`src/rtl/rtc_timer_pkg.sv`:
```
package rtc_timer_pkg;

  // word indices of the register port
  localparam logic [2:0] IDX_SEC  = 3'd0;
  localparam logic [2:0] IDX_SUB  = 3'd1;
  localparam logic [2:0] IDX_TOD  = 3'd2;
  localparam logic [2:0] IDX_RLD  = 3'd3;
  localparam logic [2:0] IDX_CTL  = 3'd4;
  localparam logic [2:0] IDX_TRIM = 3'd5;
  localparam logic [2:0] IDX_OSC  = 3'd6;

  // square-wave source codes (control bits 10:9)
  typedef enum logic [1:0] {
    SQ_ONE_HZ  = 2'd0,
    SQ_512_HZ  = 2'd1,
    SQ_STROBE  = 2'd2,
    SQ_CLK_DIV = 2'd3
  } sqSel_e;

  // strobes from control to datapath
  typedef struct packed {
    logic tick256;
    logic wrSec;
    logic wrSub;
    logic wrTod;
    logic wrReload;
  } dpCmd_t;

endpackage

```
`src/rtl/rtc_timer_dp.sv`:
```
module rtc_timer_dp
  import rtc_timer_pkg::*;
#(
  parameter int SEC_W = 32,
  parameter int SUB_W = 8,
  parameter int TOD_W = 20,
  parameter int RLD_W = 32
) (
  input  logic             clk,
  input  logic             rstN,
  input  dpCmd_t           cmd,
  input  logic [31:0]      wdata,
  output logic [SEC_W-1:0] secVal,
  output logic [SUB_W-1:0] subVal,
  output logic [TOD_W-1:0] todVal,
  output logic [RLD_W-1:0] reloadVal,
  output logic             todHit,
  output logic             ssHit
);

  logic [SEC_W-1:0] secCnt;
  logic [SUB_W-1:0] subCnt;
  logic [TOD_W-1:0] todAlarm;
  logic [RLD_W-1:0] ssReload;
  logic [RLD_W-1:0] ssDown;
  logic [SEC_W-1:0] secNext;
  logic             carry;
  logic             ssActive;

  assign secNext  = secCnt + 1'b1;
  assign carry    = cmd.tick256 && (subCnt == '1) && !cmd.wrSub && !cmd.wrSec;
  assign todHit   = carry && (secNext[TOD_W-1:0] == todAlarm);
  assign ssActive = cmd.tick256 && (ssReload != '0) && !cmd.wrReload;
  assign ssHit    = ssActive && (ssDown <= RLD_W'(1));

  always_ff @(posedge clk) begin
    if (!rstN) begin
      secCnt <= '0;
      subCnt <= '0;
    end else begin
      if (cmd.wrSec)      secCnt <= wdata[SEC_W-1:0];
      else if (carry)     secCnt <= secNext;
      if (cmd.wrSub)      subCnt <= wdata[SUB_W-1:0];
      else if (cmd.tick256) subCnt <= subCnt + 1'b1;
    end
  end

  always_ff @(posedge clk) begin
    if (!rstN) begin
      todAlarm <= '0;
      ssReload <= '0;
      ssDown   <= '0;
    end else begin
      if (cmd.wrTod) todAlarm <= wdata[TOD_W-1:0];
      if (cmd.wrReload) begin
        ssReload <= wdata[RLD_W-1:0];
        ssDown   <= wdata[RLD_W-1:0];
      end else if (ssHit) begin
        ssDown <= ssReload;
      end else if (ssActive) begin
        ssDown <= ssDown - 1'b1;
      end
    end
  end

  assign secVal    = secCnt;
  assign subVal    = subCnt;
  assign todVal    = todAlarm;
  assign reloadVal = ssReload;

  // without a tick or a load the fraction counter does not move
  a_r3_sub_hold: assert property (@(posedge clk) disable iff (!rstN)
    (!cmd.tick256 && !cmd.wrSub) |=> $stable(subCnt));

  // wrap of the fraction counter carries into seconds
  a_r2_carry: assert property (@(posedge clk) disable iff (!rstN)
    (cmd.tick256 && subCnt == '1 && !cmd.wrSub && !cmd.wrSec)
      |=> (secCnt == $past(secCnt) + 1'b1) && (subCnt == '0));

  // an alarm hit leaves seconds equal to the alarm value
  a_r4_tod_match: assert property (@(posedge clk) disable iff (!rstN)
    (todHit && !cmd.wrTod) |=> (secCnt[TOD_W-1:0] == todAlarm));

  // on expiry the countdown restarts from the reload value
  a_r5_reload: assert property (@(posedge clk) disable iff (!rstN)
    ssHit |=> (ssDown == $past(ssReload)));

endmodule

```
`src/rtl/rtc_timer_ctrl.sv`:
```
module rtc_timer_ctrl
  import rtc_timer_pkg::*;
#(
  parameter int PRE_W    = 4,
  parameter int SEC_W    = 32,
  parameter int SUB_W    = 8,
  parameter int TOD_W    = 20,
  parameter int RLD_W    = 32,
  parameter int BUSY_CYC = 4
) (
  input  logic             clk,
  input  logic             rstN,
  input  logic             tick4k,
  input  logic [2:0]       regAddr,
  input  logic             regWr,
  input  logic             regRd,
  input  logic [31:0]      regWdata,
  input  logic [SEC_W-1:0] secVal,
  input  logic [SUB_W-1:0] subVal,
  input  logic [TOD_W-1:0] todVal,
  input  logic [RLD_W-1:0] reloadVal,
  input  logic             todHit,
  input  logic             ssHit,
  output dpCmd_t           cmd,
  output logic [31:0]      regRdata,
  output logic             irq,
  output logic             sqwOut
);

  localparam int BUSY_W = $clog2(BUSY_CYC + 1);
  localparam int DIV_W  = 3;

  logic [PRE_W-1:0]  pre;
  logic [BUSY_W-1:0] busyCnt;
  logic [DIV_W-1:0]  clkDiv;
  logic              busy;
  logic              cntEn, todIe, ssIe, readyIe;
  logic              todFlag, ssFlag, ready;
  logic              sqwEn, rdEn, wrEn, fastSq, tog4k;
  sqSel_e            sqwSel;
  logic              tick256;
  logic              cntWrOk, almWrOk, ctrlWr, oscWr;
  logic              sqSrc;
  logic [31:0]       ctrlWord;
  logic              unusedWdata;

  assign unusedWdata = ^{regWdata[31:16], regWdata[13:11], regWdata[4:3]};

  assign busy    = (busyCnt != '0);
  assign tick256 = tick4k && cntEn && (pre == '1);
  assign cntWrOk = regWr && !busy && wrEn && (regAddr == IDX_SEC || regAddr == IDX_SUB);
  assign almWrOk = regWr && !busy && (regAddr == IDX_TOD || regAddr == IDX_RLD);
  assign ctrlWr  = regWr && (regAddr == IDX_CTL);
  assign oscWr   = regWr && (regAddr == IDX_OSC);

  always_comb begin
    cmd          = '0;
    cmd.tick256  = tick256;
    cmd.wrSec    = cntWrOk && (regAddr == IDX_SEC);
    cmd.wrSub    = cntWrOk && (regAddr == IDX_SUB);
    cmd.wrTod    = almWrOk && (regAddr == IDX_TOD);
    cmd.wrReload = almWrOk && (regAddr == IDX_RLD);
  end

  // prescaler, busy window, free-running divider
  always_ff @(posedge clk) begin
    if (!rstN) begin
      pre     <= '0;
      busyCnt <= '0;
      clkDiv  <= '0;
      tog4k   <= 1'b0;
    end else begin
      clkDiv <= clkDiv + 1'b1;
      if (tick4k) tog4k <= ~tog4k;
      if (tick4k && cntEn) pre <= pre + 1'b1;
      if (cntWrOk || almWrOk) busyCnt <= BUSY_W'(BUSY_CYC);
      else if (busy)          busyCnt <= busyCnt - 1'b1;
    end
  end

  // control and oscillator configuration, flags
  always_ff @(posedge clk) begin
    if (!rstN) begin
      cntEn   <= 1'b0; todIe  <= 1'b0; ssIe  <= 1'b0; readyIe <= 1'b0;
      todFlag <= 1'b0; ssFlag <= 1'b0; ready <= 1'b0;
      sqwEn   <= 1'b0; sqwSel <= SQ_ONE_HZ;
      rdEn    <= 1'b0; wrEn   <= 1'b0; fastSq <= 1'b0;
    end else begin
      if (ctrlWr) begin
        cntEn   <= regWdata[0];
        todIe   <= regWdata[1];
        ssIe    <= regWdata[2];
        readyIe <= regWdata[5];
        sqwEn   <= regWdata[8];
        sqwSel  <= sqSel_e'(regWdata[10:9]);
        rdEn    <= regWdata[14];
        wrEn    <= regWdata[15];
      end
      if (oscWr) fastSq <= regWdata[5];
      todFlag <= todHit | (todFlag & ~(ctrlWr & ~regWdata[6]));
      ssFlag  <= ssHit  | (ssFlag  & ~(ctrlWr & ~regWdata[7]));
      if (tick256)     ready <= 1'b1;
      else if (tick4k) ready <= 1'b0;
    end
  end

  always_comb begin
    if (fastSq) sqSrc = clkDiv[0];
    else begin
      unique case (sqwSel)
        SQ_ONE_HZ:  sqSrc = subVal[SUB_W-1];
        SQ_512_HZ:  sqSrc = pre[PRE_W-2];
        SQ_STROBE:  sqSrc = tog4k;
        default:    sqSrc = clkDiv[DIV_W-1];
      endcase
    end
  end

  always_ff @(posedge clk) begin
    if (!rstN) sqwOut <= 1'b0;
    else       sqwOut <= sqwEn & sqSrc;
  end

  assign ctrlWord = {16'b0, wrEn, rdEn, 3'b0, sqwSel, sqwEn, ssFlag, todFlag,
                     readyIe, ready, busy, ssIe, todIe, cntEn};

  always_ff @(posedge clk) begin
    if (!rstN) regRdata <= '0;
    else if (regRd) begin
      unique case (regAddr)
        IDX_SEC: regRdata <= rdEn ? 32'(secVal) : '0;
        IDX_SUB: regRdata <= rdEn ? 32'(subVal) : '0;
        IDX_TOD: regRdata <= 32'(todVal);
        IDX_RLD: regRdata <= 32'(reloadVal);
        IDX_CTL: regRdata <= ctrlWord;
        IDX_OSC: regRdata <= {26'b0, fastSq, 5'b0};
        default: regRdata <= '0;
      endcase
    end
  end

  assign irq = (todFlag & todIe) | (ssFlag & ssIe) | (ready & readyIe);

  // the interrupt never asserts without a pending flag
  a_r6_irq_source: assert property (@(posedge clk) disable iff (!rstN)
    irq |-> (todFlag || ssFlag || ready));

  // an accepted counter load opens the busy window
  a_r8_busy_open: assert property (@(posedge clk) disable iff (!rstN)
    (cmd.wrSec || cmd.wrSub) |=> busy);

  // no load reaches the datapath while busy
  a_r8_no_load_busy: assert property (@(posedge clk) disable iff (!rstN)
    busy |-> !(cmd.wrSec || cmd.wrSub || cmd.wrTod || cmd.wrReload));

  // a fraction advance raises ready
  a_r9_ready_set: assert property (@(posedge clk) disable iff (!rstN)
    tick256 |=> ready);

  // a disabled square wave stays low
  a_r10_sqw_off: assert property (@(posedge clk) disable iff (!rstN)
    !sqwEn |=> !sqwOut);

endmodule

```
`src/rtl/rtc_timer_top.sv`:
```
module rtc_timer_top
  import rtc_timer_pkg::*;
#(
  parameter int PRE_W    = 4,
  parameter int SEC_W    = 32,
  parameter int SUB_W    = 8,
  parameter int TOD_W    = 20,
  parameter int RLD_W    = 32,
  parameter int BUSY_CYC = 4
) (
  input  logic        clk,
  input  logic        rstN,
  input  logic        tick4k,
  input  logic [2:0]  regAddr,
  input  logic        regWr,
  input  logic        regRd,
  input  logic [31:0] regWdata,
  output logic [31:0] regRdata,
  output logic        irq,
  output logic        sqwOut
);

  dpCmd_t           cmd;
  logic [SEC_W-1:0] secVal;
  logic [SUB_W-1:0] subVal;
  logic [TOD_W-1:0] todVal;
  logic [RLD_W-1:0] reloadVal;
  logic             todHit;
  logic             ssHit;

  rtc_timer_ctrl #(
    .PRE_W(PRE_W), .SEC_W(SEC_W), .SUB_W(SUB_W), .TOD_W(TOD_W),
    .RLD_W(RLD_W), .BUSY_CYC(BUSY_CYC)
  ) uCtrl (
    .clk(clk), .rstN(rstN), .tick4k(tick4k), .regAddr(regAddr),
    .regWr(regWr), .regRd(regRd), .regWdata(regWdata),
    .secVal(secVal), .subVal(subVal), .todVal(todVal), .reloadVal(reloadVal),
    .todHit(todHit), .ssHit(ssHit), .cmd(cmd),
    .regRdata(regRdata), .irq(irq), .sqwOut(sqwOut)
  );

  rtc_timer_dp #(
    .SEC_W(SEC_W), .SUB_W(SUB_W), .TOD_W(TOD_W), .RLD_W(RLD_W)
  ) uDp (
    .clk(clk), .rstN(rstN), .cmd(cmd), .wdata(regWdata),
    .secVal(secVal), .subVal(subVal), .todVal(todVal), .reloadVal(reloadVal),
    .todHit(todHit), .ssHit(ssHit)
  );

endmodule

```
`config.mk`:
```
export PLATFORM = sky130hd
export DESIGN_NAME = rtc_timer_top
export DESIGN_NICKNAME = d
export VERILOG_FILES = /design/src/rtl/rtc_timer_pkg.sv /design/src/rtl/rtc_timer_dp.sv /design/src/rtl/rtc_timer_ctrl.sv /design/src/rtl/rtc_timer_top.sv
export SDC_FILE = /design/constraint.sdc
export NUM_CORES = 1
export LEC_CHECK = 0
export BUFFER_PORTS_ARGS = -buffer_cell sky130_fd_sc_hd__buf_4
export CAP_MARGIN = 30
export CORE_ASPECT_RATIO = 2
export CORE_UTILIZATION = 25
export CTS_CLUSTER_DIAMETER = 150
export DETAILED_ROUTE_END_ITERATION = 8
export GPL_ROUTABILITY_DRIVEN = 0
export PLACE_DENSITY_LB_ADDON = 0.25
export SYNTH_ARGS = -nofsm -noshare
export SYNTH_HDL_FRONTEND = slang
export SYNTH_SLANG_ARGS = --single-unit
```
`constraint.sdc`:
```
create_clock -name clk -period 3.1 [get_ports clk]
set_clock_uncertainty 0.05 [all_clocks]
set_input_delay 0.31 -clock clk [delete_from_list [all_inputs] [get_ports clk]]
set_output_delay 0.31 -clock clk [all_outputs]
set_load 0.02 [all_outputs]
```
==> results of run 1 <==
-- sequential cells by signal, summed over array words and instances, names as in the netlist, 2 cells and up --
register / cells
uCtrl.regRdata: 32
uDp.ssDown: 32
uCtrl.clkDiv: 3
uCtrl.pre: 4
uDp.reloadVal: 32
uDp.subVal: 8
uDp.todVal: 20
uCtrl.busyCnt: 3
uDp.secVal: 32
uCtrl.sqwSel: 2
-- path summary, 6_finish.rpt --
check	end	slack, ns	cells past startpoint
max	uCtrl.todFlag$_SDFF_PN0_	0.15	10
min	uCtrl.tog4k$_SDFFE_PN0P_	0.08	3
max reg2reg	uCtrl.todFlag$_SDFF_PN0_	0.15	10
min reg2reg	uCtrl.regRdata[5]$_SDFFE_PN0P_	0.43	2
-- area by class of cell --
class,count,area [µm²]
clock buffers,24,471.7
clock inverters,8,75.07
fillers,4142,26540
inverters,29,111.4
multi-input cells,955,5564
flip-flops and latches,181,3623
well taps,515,644.4
repair buffers,129,1006
-- power groups by stage --
stage               clock network, mW  registers, mW  logic (mW)
finish                           2.12           2.48        1.67
global route                     2.24           2.49        1.81
CTS                              2.16           2.48        1.65
detailed placement                  0           2.53        1.65
global placement                    0           2.53        1.65
floorplan                           0           2.50        1.05
-- kinds of logic (layout without fill, tap and decap cells) --
kind of cell             Yosys count  count (layout)  share of synthesized area [%]
AO/OA/AOI/OAI                    359             359                          23.39
XOR/XNOR                          71              71                          6.438
adder cells (fa/ha/maj)            9               9                          1.166
buffers and inverters            128             190                          5.194
flip-flops                       181             181                          37.51
multiplexers                      16              16                          1.917
AND/OR/NAND/NOR                  500             500                          24.38
-- per-stage QoR --
stage          power, mW  util (%)  worst slack (ns)
6_report           6.277     30.22            0.1496
5_1_grt            6.542     30.22           0.02653
4_1_cts            6.297     30.22            0.2298
3_5_place_dp       4.178     28.79            0.2393
3_3_place_gp       4.184     28.79            0.2012
2_1_floorplan      3.548         -            0.4387
-- cell usage in the layout (no fill, tap or decap), types with 4 or more instances in the layout --
cell	instances
nand2_1	190
dfxtp_1	181
buf_4	126
a21oi_1	124
nor2_1	116
o21ai_0	65
xnor2_1	42
nand3_1	42
a22oi_1	35
xor2_1	29
inv_1	28
nor3_1	25
nor4_1	21
nand4_1	20
and2_1	19
a211oi_1	19
o22ai_1	18
clkbuf_16	17
or3_1	15
a31oi_1	13
a221oi_1	12
o211ai_1	11
mux2_2	10
a311oi_1	10
o21a_1	9
ha_1	9
and4_1	8
a21o_1	7
or4_1	6
and3_1	5
or2_2	5
o31ai_1	5
mux2i_1	5
clkbuf_1	5
nor2b_1	4
nand2b_1	4
clkinv_2	4
-- worst max-delay path: cells and delay by family (launching register included) --
family | cells | cell delay (ns)
flip-flops | 1 | 0.34
AND/OR/NAND/NOR | 5 | 1.67
buffers and inverters | 2 | 0.22
adder cells (fa/ha/maj) | 2 | 0.41
AO/OA/AOI/OAI | 1 | 0.17
-- per-layer routing --
metal | GRT usage (%) | vias to the layer above | part of all wire [%]
li1 | - | 4622 | -
met1 | 19.50 | 4782 | 33
met2 | 40.66 | 315 | 54
met3 | 2.782 | 128 | 3.2
met4 | 19.43 | 0 | 9.5
met5 | 0 | - | 0
==> summary.md, run 1 <==
| Metric | Value |
|---|---|
| Critical setup path kind | reg -> reg |
| Synth warnings | 0 |
| Ys flop type | dfxtp_1 |
| Hold_buf cts | 0 |
| Synth cell count leaders | 190 x nand2_1, 181 x dfxtp_1, 124 x a21oi_1, 116 x nor2_1, 77 x clkbuf_1 |
| P_sw | 2.118 mW |
| Run status | complete, no violations |
| Setup bufs post-CTS | 0 |
| Sw Ratio | 33.75% |
| PortBufs | 73 |
| HP Class | in -> reg |
| Share of cells above drive strength 1 | roughly 14% |
| Post-synth top area share | between 30 and 40% |
| Nets | between 1,000 and 1,500 |
| Max Clk Rate | roughly 0.34 GHz |
| Final hold vios | 0 |
| Rows | a little over 100 |
| Syn_area_per_cell | 7.642 µm² |
| Drt pass-1 iters | 6 |
| Largest net degree at the start of global routing | 131 |
| Critical Path End Type | flop |
| Measured slew at the worst slew-check pin | 0.9399 ns |
| Power share of the clock group | 33.8% |
| Post-synth ARST share | 0% |
| Post-Route WL | 41,790 µm |
| R2r startpoint | uCtrl.busyCnt[0]$_SDFFE_PP0P_ |
| Seq/Total Area, Yosys | 37.51% |
| Peak supply drop | between 0.3 and 0.4 mV |
| CP peak stage delay | 0.53 ns |
| Die Ht | ~280 µm |
| Area after DPL | 0.01095 mm² |
| Clock-pin slew on the worst setup and hold paths | 0.06 ns |
| Fin crit share | 95.17% |
| Flop pwr share | 39.6% |
| Vias/cell | 5.349 |
| Num CTS Buffers | 17 |
| Avg WL per Cell | between 20 and 25 µm |
| CTS tree | yes |
| Cell taking the most area after synthesis | dfxtp_1 |
| Die area | 0.03947 mm² |
| Setup TNS | 0 ns |
| RSZ-0062 raised after global routing | false |
| DRC errors left | 0 |
| Dominant cells by area after synthesis | dfxtp_1 38%, nand2_1 7.4%, a21oi_1 6.4%, nor2_1 4.5%, xnor2_1 3.8% |
| Clk sinks | about 180 |
| Post-cts sizing count | 0 |
| CORE AREA | 0.03804 mm² |
| Top-count cell post-synth | nand2_1 |
| Worst-skew pair later-pin latency | 0.46 ns |
| Area Growth Syn to Fin | 19.02% |
| IO Pins | 74 |
| Crit path time final | 2.950 ns |
| CP startpoint | uCtrl.busyCnt[0]$_SDFFE_PP0P_ |
| Max Cap Viol | 0 |
| Power per cell area | 546.0 mW/mm² |
| Vias in the first global route | ~9,600 |
| Hold Startpoint | tick4k |
| Final Max Slew Viols | 0 |
| Number of library cell types mapped by synthesis | 69 |
| Post-Layout Inst Area | 0.01150 mm² |
| CP most frequent cell | ha_1 |
| FF+latch count, synth | 181 |
| CP Cell Sequence | inv_1, ha_1, ha_1, buf_4, nand2_1, or3_2, nor4b_1, nand3_1, or4_1, o31ai_2 |
| Worst EP arrival | 3.27 ns |
| Initial antenna violation count | 0 |
| Final setup vio count | 0 |
| Mapped Cells | roughly 1,300 |
| Final ANT Viol Nets | 0 |
| Gate power share | 26.6% |
| CTS root buffer | clkbuf_16 |
| Critical-path maximum fanout | 8 |
| Slew headroom | 37.11% |
| Via count | 9,847 |
| Pint | 4.159 mW |
| Post-Syn Area | 0.009659 mm² |
| Worst EP required | around 3.4 ns |
| Fin cells | 1,841 |
| Die W | 141.0 µm |
| Critical path startpoint category | flop |
| H-tree levels | 4 |
| Static leakage | 3.968 nW |
| Number of synthesized flops with an enable pin | 0 |
| ANT cells | 0 |
| Hold slack | 0.07807 ns |
| Global route overflow | 0 |
| Syn Nets | 1,313 |
| Starting Density | about a quarter |
| Placed Cells | 1,809 |
| Slowest cell on the critical path | or4_1 |
| Starting DRC count in detailed routing | 809 |
| Dpl hpwl | about 31,000 µm |
| Total global-route track usage | 21.40% |
| Maximum clock path buffer count | 2 |
| First-pass GRT wire length | 61,240 µm |
Note: power is estimated with default switching activity, not from simulation.
==> run 2, diff against run 1 <==
--- a/config.mk
+++ b/config.mk
@@ -8,11 +8,12 @@
 export BUFFER_PORTS_ARGS = -buffer_cell sky130_fd_sc_hd__buf_4
 export CAP_MARGIN = 30
 export CORE_ASPECT_RATIO = 2
-export CORE_UTILIZATION = 25
+export CORE_UTILIZATION = 60
 export CTS_CLUSTER_DIAMETER = 150
 export DETAILED_ROUTE_END_ITERATION = 8
 export GPL_ROUTABILITY_DRIVEN = 0
 export PLACE_DENSITY_LB_ADDON = 0.25
+export REMOVE_ABC_BUFFERS = 1
 export SYNTH_ARGS = -nofsm -noshare
 export SYNTH_HDL_FRONTEND = slang
 export SYNTH_SLANG_ARGS = --single-unit
==> summary.md, run 2 (synthesis gave the netlist of run 1 again) <==
| Metric | Value |
|---|---|
| Global route overflow | 0 (unchanged) |
| Run status | complete, no violations |
| # fillers | 1,351 (-67%) |
| Critical-path maximum fanout | 18 (+10) |
| Measured slew at the worst slew-check pin | 1.050 ns (+0.1098 ns) |
| CTS root buffer | clkbuf_16 |
| First-pass GRT wire length | 51,010 µm (-17%) |
| Nets | 1,342 (-1.5%) |
| Slowest cell on the critical path | or4_1 |
| Fin cells | 1,507 (-18%) |
| DRC errors left | 0 (unchanged) |
| Final Max Slew Viols | 0 (unchanged) |
| Largest net degree at the start of global routing | 131 (unchanged) |
| Most common cell after layout, fill and taps aside | nand2_1 |
| Vias/cell | 6.610 (+24%) |
| Final ANT Viol Nets | 0 (unchanged) |
| ANT cells | 0 (unchanged) |
| Hold Startpoint | tick4k |
| Peak supply drop | 0.3935 mV (-0.21%) |
| Worst Hold End | uCtrl.tog4k$_SDFFE_PN0P_ |
| H-tree levels | 4 (unchanged) |
| Worst-skew pair later-pin latency | 0.44 ns (-0.02 ns) |
| Final worst slack | 0.3416 ns (+0.1920 ns) |
| Hold_buf cts | 0 (unchanged) |
| Static leakage | 3.879 nW (-2.2%) |
| Slack of the worst reg-to-reg path | 0.34 ns (+0.19 ns) |
| CORE AREA | 0.01578 mm² (-59%) |
| Starting DRC count in detailed routing | 961 (+19%) |
| Clk sinks | 181 (unchanged) |
| Post-Layout Inst Area | 0.01098 mm² (-4.5%) |
| Tot Pwr | 6.239 mW (-0.62%) |
| Final hold vios | 0 (unchanged) |
| Dpl ws | 0.3636 ns (+0.1242 ns) |
| Maximum clock path buffer count | 2 (unchanged) |
| CP startpoint | uDp.subVal[0]$_SDFFE_PN0P_ |
| Slew headroom | 29.76% (-7.3 points) |
| Fin crit share | 88.98% (-6.2 points) |
| Num CTS Buffers | 17 (unchanged) |
| Critical path startpoint category | flop |
| Worst R2R Path Depth | 7 (-3) |
| IO Pins | 74 (unchanged) |
| Final setup vio count | 0 (unchanged) |
| Register area | 0.003623 mm² (unchanged) |
| Max Cap Viol | 0 (unchanged) |
| Hold slack | 0.08661 ns (+0.008536 ns) |
| Dpl hpwl | 23,620 µm (-25%) |
| Power per cell area | 568.2 mW/mm² (+4.1%) |
| Reg-to-reg endpoint | uCtrl.todFlag$_SDFF_PN0_ |
| Clock-pin slew on the worst setup and hold paths | 0.08 ns (+0.02 ns) |
| Drt pass-1 iters | 6 (unchanged) |
| Worst EP required | 3.41 ns (about the same) |
| Starting Density | 61.22% (+36 points) |
| Util after Layout | 69.59% (+39 points) |
| Placed Cells | 1,475 (-18%) |
| HP Class | in -> reg |
| PortBufs | 73 (unchanged) |
| Area after DPL | 0.01038 mm² (-5.2%) |
| CP Cell Sequence | ha_1, and4_1, nand2_1, or3_4, or4_1, or4_1, o31ai_2 |
| Critical setup path kind | reg -> reg |
| Post-Route WL | 32,710 µm (-22%) |
| Setup TNS | 0 ns (unchanged) |
| CP most frequent cell | or4_1 |
| Worst Hold Path Cells | 3 (unchanged) |
| CP peak stage delay | 0.53 ns (about the same) |
| Initial antenna violation count | 0 (unchanged) |
| R2r startpoint | uDp.subVal[0]$_SDFFE_PN0P_ |
| Total global-route track usage | 40.10% (+19 points) |
| Footprint of the multi-input gates | 0.005564 mm² (unchanged) |
| RSZ-0062 raised after global routing | false |
| Setup bufs post-CTS | 0 (unchanged) |
| Crit path time final | 2.758 ns (-0.1920 ns) |
| Max Clk Rate | 0.3625 GHz (+7.0%) |
| Die Ht | 181.4 µm (-35%) |
| Avg WL per Cell | 21.70 µm (-4.4%) |
| Via count | 9,962 (+1.2%) |
| Share of cells above drive strength 1 | 13.32% (-0.93 points) |
| Vias in the first global route | 9,611 (-0.083%) |
| CTS tree | yes |
| Most frequent cells in the layout | 190 x nand2_1, 181 x dfxtp_1, 124 x a21oi_1 |
| Die W | 91.72 µm (-35%) |
| Post-cts sizing count | 0 (unchanged) |
| Rows | 65 (-36%) |
| Worst EP arrival | 3.07 ns (-0.20 ns) |
| Area Growth Syn to Fin | 13.67% |
| Die area | 0.01664 mm² (-58%) |
| Critical Path End Type | flop |
[run 2: cell types whose count changed in the layout (fill, tap and decap cells not counted), sizes merged]
| cell | delta |
|---|---|
| buf | -20 |
| inv | +7 |
| clkbuf | -6 |
| clkinv | -2 |
| clkinvlp | +1 |
[run 2: report_power, final]
group / internal [mW] / switching [mW] / leakage [nW]
sequential: 2.39 / 0.0824 / 1.46
combinational: 0.577 / 0.962 / 2.13
clock: 1.17 / 1.05 / 0.289
[run 2: per-layer routing]
layer	up-vias	GRT usage [%]	wire, µm
met5	-	0	0
met4	0	35.31	3222
met3	200	6.323	2425
met2	592	70.02	16490
met1	4590	40.59	10570
li1	4580	-	-
[run 2: cell type report]
class,count,area share (%)
Tap cell,201,2.291
Inverter,29,1.014
Clock inverter,14,1.447
Clock buffer,18,4.000
Timing Repair Buffer,109,7.567
Sequential cell,181,33.00
Multi-Input combinational cell,955,50.68
[run 2: worst max-delay path by stage]
stage                                     endpoint  slack, ns
floorplan           uCtrl.regRdata[5]$_SDFFE_PN0P_      -0.64
global placement          uCtrl.todFlag$_SDFF_PN0_       0.44
detailed placement        uCtrl.todFlag$_SDFF_PN0_       0.36
CTS                       uCtrl.todFlag$_SDFF_PN0_       0.36
global route              uCtrl.todFlag$_SDFF_PN0_       0.22
finish                    uCtrl.todFlag$_SDFF_PN0_       0.34
[run 2: worst max-delay path, delay by kind of cell (launching register included)]
| family | cells | cell delay (ns) |
|---|---|---|
| AND/OR/NAND/NOR | 5 | 1.86 |
| AO/OA/AOI/OAI | 1 | 0.18 |
| flip-flops | 1 | 0.41 |
| adder cells (fa/ha/maj) | 1 | 0.18 |
==> run 3, diff against run 2 <==
--- a/config.mk
+++ b/config.mk
@@ -5,6 +5,7 @@
 export SDC_FILE = /design/constraint.sdc
 export NUM_CORES = 1
 export LEC_CHECK = 0
+export ABC_AREA = 1
 export BUFFER_PORTS_ARGS = -buffer_cell sky130_fd_sc_hd__buf_4
 export CAP_MARGIN = 30
 export CORE_ASPECT_RATIO = 2
==> summary.md, run 3 <==
| Metric | Value |
|---|---|
| Post-synth ARST share | 0% (unchanged) |
| Number of library cell types mapped by synthesis | 47 (-32%) |
| Total global-route track usage | 37.28% (-2.8 points) |
| Rows | 66 (+1.5%) |
| Run status | complete, no violations |
| R2r startpoint | uCtrl.busyCnt[0]$_SDFFE_PP0P_ |
| Syn_area_per_cell | 6.581 µm² (-14%) |
| Post-synth top area share | 35.80% (-1.7 points) |
| Via count | 10,840 (+8.8%) |
| Nets | 1,634 (+22%) |
| Final Max Slew Viols | 0 (unchanged) |
| Worst Hold Path Cells | 3 (unchanged) |
| RSZ-0062 raised after global routing | false |
| Ys flop type | dfxtp_1 |
| PortBufs | 73 (unchanged) |
| Synth cell count leaders | 405 x nand2_1, 182 x inv_1, 181 x dfxtp_1, 147 x nor2_1, 146 x a21oi_1 |
| Static leakage | 4.543 nW (+17%) |
| Post-Syn Area | 0.01012 mm² (+4.8%) |
| Setup bufs post-CTS | 0 (unchanged) |
| CTS tree | yes |
| Largest net degree at the start of global routing | 60 (-54%) |
| Die Ht | 185.7 µm (+2.3%) |
| Worst path top cell family by delay | simple AND/OR/NAND/NOR gates |
| Critical path startpoint category | flop |
| Clock-pin slew on the worst setup and hold paths | 0.07 ns (about the same) |
| Num CTS Buffers | 17 (unchanged) |
| Mapped Cells | 1,538 (+22%) |
| Avg WL per Cell | 17.66 µm (-19%) |
| Clk sinks | 181 (unchanged) |
| Dominant cells by area after synthesis | dfxtp_1 36%, nand2_1 15%, a21oi_1 7.2%, inv_1 6.7%, nor2_1 5.5% |
| Area Growth Syn to Fin | 11.73% |
| Dpl hpwl | 23,580 µm (-0.15%) |
| Worst EP arrival | 3.02 ns (-0.05 ns) |
| H-tree levels | 4 (unchanged) |
| Hold Startpoint | regWdata[8] |
| Slowest cell on the critical path | inv_2 |
| Synth warnings | 0 (unchanged) |
| Critical setup path kind | reg -> reg |
| Measured slew at the worst slew-check pin | 0.9041 ns (-0.1455 ns) |
| Fin crit share | 87.25% (-1.7 points) |
| Most frequent cells in the layout | 405 x nand2_1, 182 x inv_1, 181 x dfxtp_1 |
| Final ANT Viol Nets | 0 (unchanged) |
| Vias/cell | 6.020 (-8.9%) |
| Bufs and invs on worst path | 2 (+2) |
| Worst-skew pair later-pin latency | 0.44 ns (about the same) |
| Starting Density | 61.90% (+0.68 points) |
| Xor/xnor share of the synthesized area | 4.030% (-2.4 points) |
| Final setup vio count | 0 (unchanged) |
| Worst EP required | 3.42 ns (about the same) |
| CP peak stage delay | 0.48 ns (-0.05 ns) |
| Vias in the first global route | 10,250 (+6.6%) |
| Critical-path maximum fanout | 26 (+8) |
| Max Cap Viol | 0 (unchanged) |
| Util after Layout | 69.16% (-0.43 points) |
| Critical Path End Type | flop |
| Top-count cell post-synth | nand2_1 |
| Number of synthesized flops with an enable pin | 0 (unchanged) |
| Starting DRC count in detailed routing | 918 (-4.5%) |
| Maximum clock path buffer count | 2 (unchanged) |
| Register area | 0.003623 mm² (unchanged) |
| Initial antenna violation count | 0 (unchanged) |
| DRC errors left | 0 (unchanged) |
| Worst Hold End | uDp.todVal[8]$_SDFFE_PN0P_ |
| Post-Route WL | 31,790 µm (-2.8%) |
| Worst R2R Path Depth | 12 (+5) |
| Peak supply drop | 0.3638 mV (-7.6%) |
| Compound-Gate Fraction of Synth Area | 18.23% (-5.2 points) |
| Post-Layout Inst Area | 0.01131 mm² (+3.0%) |
| Share of cells above drive strength 1 | 10.09% (-3.2 points) |
| # fillers | 1,457 (+7.8%) |
| Mux cell area share after synthesis | 0% (-1.9 points) |
| Max Clk Rate | 0.3697 GHz (+2.0%) |
| Slew headroom | 39.66% (+9.9 points) |
| Final hold vios | 0 (unchanged) |
| Simple-Gate Fraction of Synth Area | 30.60% (+6.2 points) |
| Setup TNS | 0 ns (unchanged) |
| CP Cell Sequence | inv_1, ha_1, ha_1, nand2_2, nor2_2, nand3_1, nand3_2, inv_2, o21ai_0, a21oi_1, nor2_1, nor2_1 |
| Power per cell area | 507.2 mW/mm² (-11%) |
| Seq/Total Area, Yosys | 35.80% (-1.7 points) |
| Die area | 0.01742 mm² (+4.7%) |
| Cell taking the most area after synthesis | dfxtp_1 |
| Die W | 93.84 µm (+2.3%) |
| Tot Pwr | 5.736 mW (-8.1%) |
| Reg-to-reg endpoint | uDp.secVal[21]$_SDFFE_PN0P_ |
| Area after DPL | 0.01075 mm² (+3.6%) |
| Slack of the worst reg-to-reg path | 0.40 ns (+0.05 ns) |
| Post-cts sizing count | 0 (unchanged) |
| Global route overflow | 0 (unchanged) |
| First-pass GRT wire length | 49,890 µm (-2.2%) |
| Drt pass-1 iters | 6 (unchanged) |
| CORE AREA | 0.01635 mm² (+3.6%) |
| Footprint of the multi-input gates | 0.005463 mm² (-1.8%) |
| CTS root buffer | clkbuf_16 |
| Largest family of logic cells by synthesized area | simple AND/OR/NAND/NOR gates |
| FF+latch count, synth | 181 (unchanged) |
| Adder-Cell Fraction of Synth Area | 1.113% (-0.053 points) |
| HP Class | in -> reg |
| Hold_buf cts | 0 (unchanged) |
| ANT cells | 0 (unchanged) |
| Crit path time final | 2.705 ns (-0.05369 ns) |
| IO Pins | 74 (unchanged) |
| Most common cell after layout, fill and taps aside | nand2_1 |
[run 3: cell families after synthesis]
family,Yosys count
flip-flops,181
adder cells (fa/ha/maj),9
buffers and inverters,255
AND/OR/NAND/NOR,715
AO/OA/AOI/OAI,333
XOR/XNOR,45
[run 3: where the power goes]
group	internal [mW]	switching, mW	total, mW
clock network	1.15	0.961	2.11
registers	2.40	0.0643	2.47
logic	0.396	0.763	1.16
total	3.95	1.79	5.74
[run 3: metrics by stage]
stage,cells,setup WS [ns],hold slack [ns]
after floorplan,1479,0.5675,0.3535
after global placement,1770,0.5811,0.3930
after detailed placement,1770,0.5026,0.4019
after CTS,1800,0.4701,0.09987
after global routing,1800,0.1419,0.1061
final,1800,0.3953,0.1093
[run 3: how the worst max path moves through the flow]
stage | from | endpoint | slack [ns] | cells after the start
floorplan | uCtrl.busyCnt[0]$_SDFFE_PP0P_ | uDp.ssDown[15]$_SDFFE_PN0P_ | 0.57 | 12
global placement | uCtrl.busyCnt[0]$_SDFFE_PP0P_ | uDp.secVal[21]$_SDFFE_PN0P_ | 0.58 | 12
detailed placement | uCtrl.busyCnt[0]$_SDFFE_PP0P_ | uDp.secVal[21]$_SDFFE_PN0P_ | 0.50 | 12
CTS | uCtrl.busyCnt[0]$_SDFFE_PP0P_ | uDp.secVal[21]$_SDFFE_PN0P_ | 0.47 | 12
global route | uCtrl.busyCnt[0]$_SDFFE_PP0P_ | uDp.secVal[21]$_SDFFE_PN0P_ | 0.14 | 12
finish | uCtrl.busyCnt[0]$_SDFFE_PP0P_ | uDp.secVal[21]$_SDFFE_PN0P_ | 0.40 | 12
[run 3: layout make-up]
class                           instances  share of cell area, %
Inverter                              196                  6.583
Clock inverter                         10                 0.8852
Multi-Input combinational cell       1102                  48.31
Sequential cell                       181                  32.04
Tap cell                              204                  2.257
Timing Repair Buffer                   87                  5.886
Clock buffer                           20                  4.039
[run 3: tightest hold or removal path: stages]
cell and delay [ns]:
buf_4 0.12, nor2_1 0.05, nor2_1 0.08
[run 3: routing by layer]
metal | global-route usage [%] | part of all wire (%)
met1 | 40.08 | 35
met2 | 64.91 | 50
met3 | 5.801 | 8.1
met4 | 27.20 | 6.8
met5 | 0 | 0
